===== config.mk =====
export PLATFORM = sky130hd
export DESIGN_NAME = txrst_seq
export DESIGN_NICKNAME = d
export VERILOG_FILES = /design/src/rtl/txrst_pkg.sv /design/src/rtl/txrst_sync.sv /design/src/rtl/txrst_timer.sv /design/src/rtl/txrst_fsm.sv /design/src/rtl/txrst_seq.sv
export SDC_FILE = /design/constraint.sdc
export NUM_CORES = 1
export LEC_CHECK = 0
export ABC_AREA = 1
export BUFFER_PORTS_ARGS = -buffer_cell sky130_fd_sc_hd__buf_2
export CORE_MARGIN = 2
export CORE_UTILIZATION = 30
export CTS_BUF_LIST = sky130_fd_sc_hd__clkbuf_8 sky130_fd_sc_hd__clkbuf_16
export DETAILED_ROUTE_END_ITERATION = 16
export RECOVER_POWER = 100
export SYNTH_ARGS = -nofsm -noshare
export SYNTH_HDL_FRONTEND = slang
export SYNTH_SLANG_ARGS = --single-unit

===== constraint.sdc =====
create_clock -name clk -period 2.18 [get_ports clk]
set_input_delay 0.654 -clock clk [delete_from_list [all_inputs] [get_ports clk]]
set_output_delay 0.654 -clock clk [all_outputs]
set_load 0.02 [all_outputs]

===== src/rtl/txrst_pkg.sv =====
package txrst_pkg;

    typedef enum logic [1:0] {
        ST_PWR_OFF  = 2'd0,
        ST_AWAIT    = 2'd1,
        ST_RELEASE  = 2'd2,
        ST_LIVE     = 2'd3
    } seq_state_e;

    typedef struct packed {
        logic pwr_off;
        logic hold_rst;
        logic ready;
    } seq_out_t;

    // Cycles needed to cover ns nanoseconds at khz kilohertz, rounded up, at least one.
    function automatic int unsigned hold_cycles(input int unsigned khz, input int unsigned ns);
        longint unsigned prod;
        longint unsigned cyc;
        prod = longint'(khz) * longint'(ns);
        cyc  = (prod + 64'd999999) / 64'd1000000;
        if (cyc == 0) cyc = 1;
        return int'(cyc);
    endfunction

endpackage


===== src/rtl/txrst_sync.sv =====
module txrst_sync #(
    parameter int unsigned STAGES = 2
) (
    input  logic clk,
    input  logic rst,
    input  logic din,
    output logic dout
);
    logic [STAGES-1:0] chain;

    always_ff @(posedge clk) begin
        if (rst) chain <= '0;
        else     chain <= {chain[STAGES-2:0], din};
    end

    assign dout = chain[STAGES-1];
endmodule


===== src/rtl/txrst_timer.sv =====
module txrst_timer #(
    parameter int unsigned HOLD_CYC = 100
) (
    input  logic clk,
    input  logic rst,
    input  logic run,
    output logic done
);
    localparam int unsigned CW = (HOLD_CYC < 2) ? 1 : $clog2(HOLD_CYC);
    localparam logic [CW-1:0] LAST = CW'(HOLD_CYC - 1);

    logic [CW-1:0] cnt;

    assign done = run && (cnt == LAST);

    always_ff @(posedge clk) begin
        if (rst)            cnt <= '0;
        else if (run && !done) cnt <= cnt + 1'b1;
    end
endmodule


===== src/rtl/txrst_fsm.sv =====
module txrst_fsm
    import txrst_pkg::*;
(
    input  logic     clk,
    input  logic     rst,
    input  logic     lock_s,
    input  logic     hold_done,
    output logic     timer_run,
    output seq_out_t outs
);
    seq_state_e state, nxt;

    always_comb begin
        nxt = state;
        case (state)
            ST_PWR_OFF: if (hold_done) nxt = ST_AWAIT;
            ST_AWAIT:   if (lock_s)    nxt = ST_RELEASE;
            ST_RELEASE: nxt = lock_s ? ST_LIVE : ST_AWAIT;
            ST_LIVE:    if (!lock_s)   nxt = ST_AWAIT;
            default:    nxt = ST_PWR_OFF;
        endcase
    end

    always_ff @(posedge clk) begin
        if (rst) state <= ST_PWR_OFF;
        else     state <= nxt;
    end

    assign timer_run     = (state == ST_PWR_OFF);
    assign outs.pwr_off  = (state == ST_PWR_OFF);
    assign outs.hold_rst = (state == ST_PWR_OFF) || (state == ST_AWAIT);
    assign outs.ready    = (state == ST_LIVE);


    rst_fall_needs_lock_chk: assert property (@(posedge clk) disable iff (rst)
        $fell(outs.hold_rst) |-> $past(lock_s));


    lock_loss_reasserts_chk: assert property (@(posedge clk) disable iff (rst)
        (outs.ready && !lock_s) |=> (outs.hold_rst && !outs.ready));


    ready_after_release_chk: assert property (@(posedge clk) disable iff (rst)
        $rose(outs.ready) |-> $past(!outs.hold_rst));


    no_power_off_again_chk: assert property (@(posedge clk) disable iff (rst)
        !outs.pwr_off |=> !outs.pwr_off);
endmodule


===== src/rtl/txrst_seq.sv =====
module txrst_seq
    import txrst_pkg::*;
#(
    parameter int unsigned CLK_KHZ = 100000,
    parameter int unsigned HOLD_NS = 1000,
    parameter int unsigned NUM_CH  = 4
) (
    input  logic              clk,
    input  logic              rst,
    input  logic              pll_lock_in,
    output logic              pll_pwr_off,
    output logic [NUM_CH-1:0] chan_hold_rst,
    output logic              tx_ready
);
    localparam int unsigned HOLD_CYC = hold_cycles(CLK_KHZ, HOLD_NS);

    logic     lock_s;
    logic     hold_done;
    logic     timer_run;
    seq_out_t outs;

    txrst_sync #(.STAGES(2)) u_sync (
        .clk (clk), .rst (rst), .din (pll_lock_in), .dout (lock_s)
    );

    txrst_timer #(.HOLD_CYC(HOLD_CYC)) u_timer (
        .clk (clk), .rst (rst), .run (timer_run), .done (hold_done)
    );

    txrst_fsm u_fsm (
        .clk (clk), .rst (rst), .lock_s (lock_s), .hold_done (hold_done),
        .timer_run (timer_run), .outs (outs)
    );

    assign pll_pwr_off = outs.pwr_off;
    assign tx_ready    = outs.ready;

    for (genvar g = 0; g < NUM_CH; g++) begin : g_ch
        assign chan_hold_rst[g] = outs.hold_rst;
    end

    // Independent age counter for the power-off window check.
    logic [31:0] off_age;
    always_ff @(posedge clk) begin
        if (rst)              off_age <= '0;
        else if (pll_pwr_off) off_age <= off_age + 1'b1;
    end


    min_power_off_chk: assert property (@(posedge clk) disable iff (rst)
        $fell(pll_pwr_off) |-> (off_age >= HOLD_CYC));


    rst_during_off_chk: assert property (@(posedge clk) disable iff (rst)
        pll_pwr_off |-> (&chan_hold_rst));


    lanes_agree_chk: assert property (@(posedge clk) disable iff (rst)
        (&chan_hold_rst) || !(|chan_hold_rst));
endmodule


==> results of run 1 <==
## path summary, 6_finish.rpt
check / start / endpoint / slack [ns] / cells past startpoint
worst max-delay path: u_fsm.state[0] / chan_hold_rst[0] / 0.11 / 4
worst max register to register: u_timer.cnt[0] / u_timer.cnt[3] / 0.62 / 8
worst min register to register: u_sync.chain[0] / u_sync.chain[1] / 0.41 / 2
worst min-delay path: u_sync.chain[0] / u_sync.chain[1] / 0.41 / 2
## cells by family after synthesis
family	count (synthesis)
compound gates	6
xor+xnor	3
fa+ha+maj	6
buf+inv	15
flops	11
simple gates	47
## sequential cells by signal, summed over array words and instances (netlist names)
signal,cells
u_timer.cnt,7
u_fsm.state,2
u_sync.chain,2
## power by group through the flow
stage	Combinational [mW]	Clock, mW	Sequential (mW)
finish	0.322	0.199	0.268
global route	0.358	0.219	0.275
CTS	0.342	0.204	0.268
detailed placement	0.341	0	0.272
global placement	0.341	0	0.271
floorplan	0.292	0	0.266
## layout by cell type (no fill, tap or decap), drive strengths merged
| cell | instances |
|---|---|
| nand2 | 21 |
| nand3 | 6 |
| clkbuf | 10 |
| buf | 2 |
| a21boi | 1 |
| inv | 12 |
| xor2 | 1 |
| nor2 | 17 |
| or2 | 1 |
| o21ai | 1 |
| ha | 6 |
| xnor2 | 2 |
| a21oi | 4 |
| nand4 | 2 |
| dfxtp | 11 |
## final cells by class
class	count	area (µm²)
Clock buffer	3	41.3
Clock inverter	1	3.75
Fill cell	221	1280
Inverter	11	41.3
Multi-Input combinational cell	62	338
Sequential cell	11	220
Tap cell	27	33.8
Timing Repair Buffer	9	43.8
## per-stage QoR
stage	area, µm²	utilization, %	hold WS (ns)	cells	setup WS (ns)
floorplan	649	-	0.388	88	0.139
global placement	701	35.0	0.390	120	0.404
detailed placement	701	35.0	0.403	120	0.361
CTS	746	37.3	0.410	124	0.107
global route	722	36.1	0.444	124	0.0462
finish	722	36.1	0.409	124	0.105
## metal layers
layer  up-vias  track usage (%)
met4         0             9.46
met3         4             2.08
li1        287                -
met2        10             15.1
met1       239             11.3
met5         -                0
## worst max-delay path, cell delays in order, from the launching register on
cell      delay (ns)
dfxtp_1         0.38
inv_1           0.10
ha_1            0.21
or2_2           0.33
clkbuf_2        0.17
==> flow_summary.toml, run 1 <==
[final_layout]
drive_above_1_share_pct = 14.4
area.growth.synth_to_final_pct = 11.2
antenna_cells = 0
fin_nets = 107

[flow_run]
maxCapViolations = 0

[setup_path]
endpoint_kind = "output pin"
critPathLaunchType = "register"
cp.arrival_ns = 1.42
critical_path_required_ns = 1.53
path_max_fanout = 4
critPathKind = "register to output pin"

[detailed_routing]
highest_layer = "met4"
ant_nets = 0
firstDrtPassIters = 4
wl_met1_um = 540
viasPerCell = 4.35
drt_iter0_markers = 7
route.met3.wl_um = 40
drcViolationCount = 0
drt-wirelength-per-cell_um = 8.77
wl_met2_um = 473
routed_wl_um = 1090
vias = 540

[grt]
grt_remaining_overflow = 0
antenna_found_initial = 0
grt_pass1_wl_um = 1820
grt_pass1_vias = 478
grt_usage_pct = 9.91
grt_max_degree = 9

[synth]
yosys_warnings = 0
syn-cell-area_um2 = 649
postSynthCellCount = 88
synthArstFlopShare_pct = 0
yosysMostFrequentCell = "nand2_1"
ys.flop_type = "dfxtp_1"
ys_seq_area_share_pct = 33.9
synth_top_family_by_area = "simple AND/OR/NAND/NOR gates"
netlist.area_leader.share_pct = 33.9
synth_area_per_cell_um2 = 7.38
synth_area_leaders = "dfxtp_1 34%, ha_1 12%, nand2_1 11%"
ys_ff_latch = 11
yosysTopAreaCell = "dfxtp_1"
synth_compound_area_share_pct = 5.01
synthMuxAreaShare_pct = 0
synth-xor-area-share_pct = 4.05
synthSimpleGateAreaFrac_pct = 34.5
yosys-top-cells-count = "19 x nand2_1, 15 x nor2_1, 11 x dfxtp_1"
synthDistinctLibCells = 18
syn-num-nets = 97
synth_edf_count = 0
synthAdderAreaFrac_pct = 11.6

[worst_hold_path]
min_path_type = "register to register"

[timing]
finalHoldViolations = 0
max-slew-margin-rel_pct = 75.9
tightest_slew_ns = 0.361
finalCritPeriodShare_pct = 95.2
setup_tns_ns = 0
finClkSkew_ns = 0.000893
slew_violations = 0
rsz0062_at_grt = "false"
fmax_mhz = 482
setup-violations-final = 0
fin_crit_ns = 2.07

[floorplan]
io_pins = 9
die_area_mm2 = 0.00255
design.core.area_mm2 = 0.00200
floorplan.initialDensity_pct = 32.4
die_x_um = 50.5
rows = 16
die_h_um = 50.5

[cts]
tritoncts.num_buffers = 3
cts.path.max_buffers = 2
postCtsHoldBufs = 0
clock-sinks = 11
cts_resized = 0
cts_tree = "built"
cts_setup_buffers = 0
clk_pin_slew_ns = 0.05
clock_latency_ns = 0.24
h-tree-depth = 1
cts-root-buf = "clkbuf_8"

[power_and_ir_drop]
ir_worst_vdd_v = 0.000569
pwr_density_cell_mw_per_mm2 = 1090
power.leakage_nw = 0.338
p_clk_share_pct = 25.2
seq_power_share_pct = 34.0
p_int_mw = 0.469
power.switching_mw = 0.320
finalPower_mw = 0.789
swShare_pct = 40.6
combPwrFrac_pct = 40.8

[place]
dpl.hpwl_um = 848
portBuffers = 8
routabilityCongestion = 0.838

[run_status]
status = "finished clean"
Note: power is estimated with default switching activity, not from simulation.
==> inputs of run 2 (changes only) <==
--- a/config.mk
+++ b/config.mk
@@ -5,12 +5,14 @@
 export SDC_FILE = /design/constraint.sdc
 export NUM_CORES = 1
 export LEC_CHECK = 0
-export ABC_AREA = 1
 export BUFFER_PORTS_ARGS = -buffer_cell sky130_fd_sc_hd__buf_2
+export CELL_PAD_IN_SITES_DETAIL_PLACEMENT = 0
+export CELL_PAD_IN_SITES_GLOBAL_PLACEMENT = 1
 export CORE_MARGIN = 2
 export CORE_UTILIZATION = 30
-export CTS_BUF_LIST = sky130_fd_sc_hd__clkbuf_8 sky130_fd_sc_hd__clkbuf_16
+export CTS_BUF_LIST = sky130_fd_sc_hd__clkbuf_4 sky130_fd_sc_hd__clkbuf_8
 export DETAILED_ROUTE_END_ITERATION = 16
+export PLACE_DENSITY_LB_ADDON = 0.1
 export RECOVER_POWER = 100
 export SYNTH_ARGS = -nofsm -noshare
 export SYNTH_HDL_FRONTEND = slang
==> run 2 against run 1 <==
Against the previous run: clock skew grew 0.0069 ns; sequential share of layout area is 1.6 points higher; worst hold slack gained 0.031 ns; synthesized cell count fell by 27%; first-iteration DRC count fell by 100%; via count shrank 17%; setup slack worse by 0.026 ns; utilization down 0.67 points; fmax down 1.2%; largest cell class unchanged.
==> flow_summary.toml, run 2 <==
[synth]
yosys_warnings = 0
yosys-top-cells-count = "11 x dfxtp_1, 6 x ha_1, 5 x nor2_1"
yosysMostFrequentCell = "dfxtp_1"
synth_area_per_cell_um2 = 9.81
ys.flop_type = "dfxtp_1"
syn-num-nets = 73
synthDistinctLibCells = 26
synth_edf_count = 0
synth_area_leaders = "dfxtp_1 35%, ha_1 12%, mux2i_1 4.8%"
syn-cell-area_um2 = 628
yosysTopAreaCell = "dfxtp_1"
ys_seq_area_share_pct = 35.1
synthArstFlopShare_pct = 0
postSynthCellCount = 64
netlist.area_leader.share_pct = 35.1
ys_ff_latch = 11

[power_and_ir_drop]
finalPower_mw = 0.387
seq_power_share_pct = 55.4
power.switching_mw = 0.0858
p_clk_share_pct = 39.2
ir_worst_vdd_v = 0.000365
power.leakage_nw = 0.280
pwr_density_cell_mw_per_mm2 = 557
combPwrFrac_pct = 5.4
swShare_pct = 22.2
p_int_mw = 0.301

[setup_path]
endpoint_kind = "output pin"
regToRegStartpoint = "u_fsm.state[0]"
cp.arrival_ns = 1.45
critPathLaunchType = "register"
critPathKind = "register to output pin"
critical_path_required_ns = 1.53
r2r-end = "u_timer.cnt[0]"
r2r_cells = 5
path_max_fanout = 8
r2r_setup_slack_ns = 0.62

[final_layout]
area.growth.synth_to_final_pct = 10.6
final_cell_mix = "9 x dfxtp_1, 5 x nor2_1, 5 x ha_1"
fin_nets = 82
antenna_cells = 0
reg_top3 = "u_timer.cnt x7, u_fsm.state x2, u_sync.chain x2"
multi_input_area_um2 = 360
final_common_cell = "dfxtp_1"
register_area_um2 = 223
regMostFlops = "u_timer.cnt"
drive_above_1_share_pct = 25.0
largest_register_ffs = 7
final_util_pct = 35.4
fill_cells = 236

[cts]
cts.path.max_buffers = 2
clk_pin_slew_ns = 0.08
clock-sinks = 11
cts-root-buf = "clkbuf_4"
postCtsHoldBufs = 0
cts_tree = "built"
cts_setup_buffers = 0
clock_latency_ns = 0.27
h-tree-depth = 1
cts_resized = 1
tritoncts.num_buffers = 3

[worst_hold_path]
holdCritStartpoint = "u_sync.chain[0]"
min_path_type = "register to register"
whs_endpoint = "u_sync.chain[1]"
worstHoldPathCells = 1

[timing]
setup_ws_ns = 0.0794
finalHoldViolations = 0
tightest_slew_ns = 0.605
setup_tns_ns = 0
max-slew-margin-rel_pct = 59.7
rsz0062_at_grt = "false"
fmax_mhz = 476
finClkSkew_ns = 0.00780
setup-violations-final = 0
finalCritPeriodShare_pct = 96.4
fin_crit_ns = 2.10
slew_violations = 0

[grt]
grt_max_degree = 16
grt_usage_pct = 10.2
antenna_found_initial = 0
grt_pass1_vias = 413
grt_remaining_overflow = 0
grt_pass1_wl_um = 1860

[floorplan]
io_pins = 9
die_area_mm2 = 0.00248
floorplan.initialDensity_pct = 32.0
die_x_um = 49.8
die_h_um = 49.8
rows = 16
design.core.area_mm2 = 0.00196

[detailed_routing]
ant_nets = 0
drt_iter0_markers = 0
drcViolationCount = 0
viasPerCell = 4.53
drt-wirelength-per-cell_um = 11.0
firstDrtPassIters = 1
routed_wl_um = 1090
vias = 448

[run_status]
status = "finished clean"

[place]
dpl.hpwl_um = 862
routabilityCongestion = 0.589
place_ws_ns = 0.237
portBuffers = 8

[flow_run]
maxCapViolations = 0
==> run 2: worst max-delay path by stage <==
stage / start / end / cells past startpoint
6_report: u_fsm.state[0] / chan_hold_rst[0] / 4
5_1_grt: u_fsm.state[0] / chan_hold_rst[0] / 4
4_1_cts: u_fsm.state[0] / chan_hold_rst[0] / 4
3_5_place_dp: u_fsm.state[0] / chan_hold_rst[0] / 4
3_3_place_gp: u_fsm.state[0] / chan_hold_rst[1] / 4
2_1_floorplan: u_fsm.state[0] / chan_hold_rst[1] / 4
==> run 2: critical path, cell delays in order (launching register included) <==
cell,delay [ns]
dfxtp_2,0.36
inv_1,0.08
ha_2,0.24
or2_2,0.33
clkbuf_2,0.17
==> run 2: layout make-up <==
class | instances | area share [%]
Inverter | 3 | 1.62
Timing Repair Buffer | 8 | 5.23
Sequential cell | 11 | 32.1
Clock buffer | 4 | 4.32
Tap cell | 27 | 4.86
Multi-Input combinational cell | 46 | 51.9
==> run 2: logic make-up after synthesis <==
| logic type | synth area share [%] |
|---|---|
| muxes | 8.96 |
| AOI/OAI and AO/OA | 11.8 |
| xor gates and xnor gates | 2.79 |
| and+or+nand+nor | 23.5 |
| adders and majority gates | 12.0 |
| buffers and inverters | 5.98 |
| DFF | 35.1 |
==> run 2: power groups by stage <==
stage	Sequential, mW	Clock, mW	Combinational, mW
after global routing	0.215	0.172	0.0244
after global placement	0.220	0	0.0216
after detailed placement	0.220	0	0.0221
final	0.214	0.152	0.0210
after floorplan	0.218	0	0.0168
after CTS	0.215	0.161	0.0222
==> run 2: metal layers <==
metal	track usage (%)	vias up	share of wire (%)
met5	0	-	0
met4	2.78	0	1.2
met3	4.55	2	3.5
met2	18.0	5	51
met1	10.8	206	44
li1	-	235	-
==> run 2: stage by stage <==
step	hold slack, ns	instance area (µm²)	cells
finish	0.440	694	99
global route	0.465	694	99
CTS	0.449	708	99
detailed placement	0.430	676	95
global placement	0.428	676	95
floorplan	0.414	628	64
